==> src/rtl/supsv_pkg.sv <==
package supsv_pkg;

   // Reasons that can request a reset, sampled each cycle.
   typedef struct packed {
      logic uv;    // qualified supply-low
      logic man;   // manual request (active-high form)
      logic wdg;   // watchdog expiry strobe
   } rst_cause_t;

   function automatic int unsigned cnt_bits(input int unsigned maxval);
      return (maxval < 2) ? 1 : $clog2(maxval + 1);
   endfunction

   function automatic logic any_cause(input rst_cause_t c);
      return c.uv | c.man | c.wdg;
   endfunction

endpackage

==> src/rtl/supsv_uv_qual.sv <==
module supsv_uv_qual #(
   parameter int unsigned QUAL_CYC = 4
) (
   input  logic clk,
   input  logic arst_n,
   input  logic uvlo_i,
   output logic uv_q_o
);
   import supsv_pkg::*;

   generate
      if (QUAL_CYC == 0) begin : g_bypass
         assign uv_q_o = uvlo_i;
      end else begin : g_filter
         localparam int unsigned RW = cnt_bits(QUAL_CYC);
         localparam logic [RW-1:0] RMAX = RW'(QUAL_CYC);

         logic [RW-1:0] run_q;
         logic [RW-1:0] run_nx;
         logic          uv_q;

         always_comb begin
            if (!uvlo_i)          run_nx = '0;
            else if (run_q == RMAX) run_nx = RMAX;
            else                  run_nx = run_q + 1'b1;
         end

         always_ff @(posedge clk or negedge arst_n) begin
            if (!arst_n) begin
               run_q <= '0;
               uv_q  <= 1'b0;
            end else begin
               run_q <= run_nx;
               uv_q  <= (run_nx == RMAX);
            end
         end

         assign uv_q_o = uv_q;
      end
   endgenerate

endmodule

==> src/rtl/supsv_hold_timer.sv <==
module supsv_hold_timer #(
   parameter int unsigned HOLD_CYC = 16
) (
   input  logic clk,
   input  logic arst_n,
   input  logic cause_i,
   output logic active_o
);
   import supsv_pkg::*;

   localparam int unsigned    HW    = cnt_bits(HOLD_CYC);
   localparam logic [HW-1:0]  HLOAD = HW'(HOLD_CYC);

   logic [HW-1:0] left_q;

   always_ff @(posedge clk or negedge arst_n) begin
      if (!arst_n)             left_q <= HLOAD;
      else if (cause_i)        left_q <= HLOAD;
      else if (left_q != '0)   left_q <= left_q - 1'b1;
   end

   assign active_o = (left_q != '0);

endmodule

==> src/rtl/supsv_rst_seq.sv <==
module supsv_rst_seq #(
   parameter int unsigned QUAL_CYC = 4,
   parameter int unsigned HOLD_CYC = 16
) (
   input  logic clk,
   input  logic arst_n,
   input  logic uvlo_i,
   input  logic mr_n_i,
   input  logic wdx_i,
   output logic rst_n_o,
   output logic rst_o,
   output logic wd_frz_o
);
   import supsv_pkg::*;

   generate
      if (HOLD_CYC < 1) begin : g_bad_hold
         $error("supsv_rst_seq: HOLD_CYC must be at least 1");
      end
   endgenerate

   logic       uv_q;
   logic       act;
   rst_cause_t cause;

   supsv_uv_qual #(.QUAL_CYC(QUAL_CYC)) u_qual (
      .clk    (clk),
      .arst_n (arst_n),
      .uvlo_i (uvlo_i),
      .uv_q_o (uv_q)
   );

   always_comb begin
      cause.uv  = uv_q;
      cause.man = ~mr_n_i;
      cause.wdg = wdx_i;
   end

   supsv_hold_timer #(.HOLD_CYC(HOLD_CYC)) u_hold (
      .clk      (clk),
      .arst_n   (arst_n),
      .cause_i  (any_cause(cause)),
      .active_o (act)
   );

   assign rst_o    = act;
   assign rst_n_o  = ~act;
   assign wd_frz_o = act;

endmodule

==> config.mk <==
export PLATFORM = sky130hd
export DESIGN_NAME = supsv_rst_seq
export DESIGN_NICKNAME = d
export VERILOG_FILES = /design/src/rtl/supsv_pkg.sv /design/src/rtl/supsv_uv_qual.sv /design/src/rtl/supsv_hold_timer.sv /design/src/rtl/supsv_rst_seq.sv
export SDC_FILE = /design/constraint.sdc
export NUM_CORES = 1
export LEC_CHECK = 0
export BUFFER_PORTS_ARGS = -buffer_cell sky130_fd_sc_hd__buf_2
export CORE_AREA = 2 2 39 41
export DETAILED_ROUTE_END_ITERATION = 12
export DIE_AREA = 0 0 41 43
export HOLD_SLACK_MARGIN = 0.02
export SYNTH_ARGS = -nofsm -noshare
export SYNTH_HDL_FRONTEND = slang
export SYNTH_SLANG_ARGS = --single-unit
==> constraint.sdc <==
create_clock -name clk -period 5.1 [get_ports clk]
set_input_delay 1.275 -clock clk [delete_from_list [all_inputs] [get_ports clk]]
set_output_delay 1.275 -clock clk [all_outputs]
set_load 0.01 [all_outputs]
==> flow_summary.toml <==
[run_status]
outcome = "finished, final reports clean"

[floorplanning]
die_area_um2 = 1760
io_pins = 8
core_um2 = 1380
fp.dieH_um = 43
initial_core_util_pct = 33.3
fp.dieW_um = 41
std_cell_rows = 14

[route]
via_count = 318
dr.first_iter.drc_count = 2
wl_per_cell_um = 9.33
vias_per_cell = 4.61
ant_nets = 0
drt_wl_total_um = 644
route.detailed.drc = 0
firstDrtPassIters = 4

[power]
ir_drop_uv = 190
p_per_area_nw_per_um2 = 316
leakage_uw = 0.000260

[placed_design]
gp_congestion = 0.639
hpwl_um = 517
port_buffers = 7
dp.cells = 65
pre_cts_ws_ns = 2.43

[synthesis]
ys_async_sr_fraction_pct = 100
synth_edf_count = 0
syn_area_um2 = 460
ys_ff_latch = 9
avgSynthCellArea_um2 = 10.5
synthDistinctLibCells = 24
synth_cells = 44
yosys-top-cells-area = "dfrtp_1 43%, ha_1 8.2%, dfstp_2 5.7%"
syn_nets = 52
synth_top_flop_cell = "dfrtp_1"
yosys.area.top_type = "dfrtp_1"
ys_seq_area_share_pct = 49.2
synth_top_cell_area_share_pct = 43.5
yosys_warnings = 0

[worst_setup_path]
criticalPathCategory = "flip-flop to output port"
critPathCaptureType = "output port"
cp-start-kind = "flip-flop"
cp_data_arrival_time_ns = 1.65
cp_max_fo = 6
cp.required_ns = 3.83

[sta]
hold_ws_ns = 0.516
slew_headroom_pct = 84.4
finalCritPeriodShare_pct = 57.4
drv_slew = 0
setup_tns_ns = 0
setup_viol = 0
fin_ws_ns = 2.17
timing.fmax_mhz = 341
finalHoldViolCount = 0
fin_crit_ns = 2.93
rsz0062_at_grt = "false"
worstMarginPinSlew_ns = 0.232
finClkSkew_ns = 0.00240

[layout]
diodes = 0
seqCellArea_um2 = 226
fin_nets = 62
area_growth_pct = 13.6
multi_input_area_um2 = 189
drive_gt1_share_pct = 24.5
n_fill_cell = 148
layout_common_cells = "8 x dfrtp_1, 7 x inv_1, 7 x buf_2"
layout.cells.most_common = "dfrtp_1"
stdcell_count = 69

[global_routing]
grt_max_degree = 10
first_global_vias = 287
grtUsageTotal_pct = 10.1
antenna_found_initial = 0
grt_first_pass_wirelength_um = 1110
grt-ovfl-total = 0

[clocking]
cts_max_level = 1
insertion_delay_ns = 0.25
cts_tree = "done"
clkSlewWorstSetupHoldPaths_ns = 0.06
cts_root_buf = "clkbuf_4"
post_cts_resized = 0
cts_buffer_depth = 2
cts_sinks = 9
post-cts-setup-buffer-count = 0
cts_made_buffers = 3
ctsHoldBuffers = 0

[run]
drv_cap = 0

[worst_hold_path]
holdCritPathClass = "flip-flop to flip-flop"
worst paths after layout:
path / from / endpoint / slack, ns / cells past startpoint
max reg2reg: u_hold.left_q[0] / u_hold.left_q[0] / 3.54 / 5
min reg2reg: u_qual.g_filter.run_q[2] / u_qual.g_filter.run_q[2] / 0.52 / 1
max in group asynchronous: arst_n / u_hold.left_q[4] / 4.01 / 1
max: u_hold.left_q[0] / rst_n_o / 2.17 / 5
min in group asynchronous: arst_n / u_qual.g_filter.run_q[2] / 0.85 / 1
min: u_qual.g_filter.run_q[2] / u_qual.g_filter.run_q[2] / 0.52 / 1
layout make-up:
type	count	area share, %
sequential	9	43.3
tap	16	3.83
timing repair buffer	7	6.70
inverter	7	5.02
clock buffer	4	5.02
multi-input combinational	26	36.1
routing by layer:
layer	global-route usage (%)	up-vias	share of wire (%)
met4	6.00	0	1.2
li1	-	161	-
met5	0	-	0
met1	10.5	145	42
met3	6.28	2	6.8
met2	14.7	10	49
power breakdown:
group | total [µW] | internal, µW | switching, µW
combinational | 29.6 | 14.5 | 15.1
clock | 52.3 | 30.0 | 22.4
sequential | 83.1 | 78.1 | 4.98
worst max-delay path, stage by stage (launching register included):
cell and delay (ns):
dfrtp_1 0.40, inv_1 0.07, ha_1 0.22, or4b_4 0.53, inv_1 0.07, buf_2 0.12
flip-flops by register name, indices dropped and copies added, names as in the netlist:
signal,flops
u_hold.left_q,5
u_qual.g_filter.run_q,3
u_qual.uv_q_o,1
cell families after synthesis:
kind of cell,share of synthesized area [%]
AOI/OAI and AO/OA,10.6
DFF,49.2
buffers and inverters,9.78
and+or+nand+nor,20.4
xor gates and xnor gates,1.90
adders and majority gates,8.15
synthesized netlist by cell type (all sizes together), types with 2 or more instances:
master  instances
a21oi           2
buf             2
dfrtp           8
ha              3
inv             7
nand2           2
nand2b          2
nor2            3
stage by stage:
stage	util (%)	instance area (µm²)	total power [µW]
floorplan	-	460	108
CTS	37.8	523	169
detailed placement	35.9	497	114
finish	37.8	523	165
global placement	35.9	497	114
global route	37.8	523	177
Note: power is estimated with default switching activity, not from simulation.
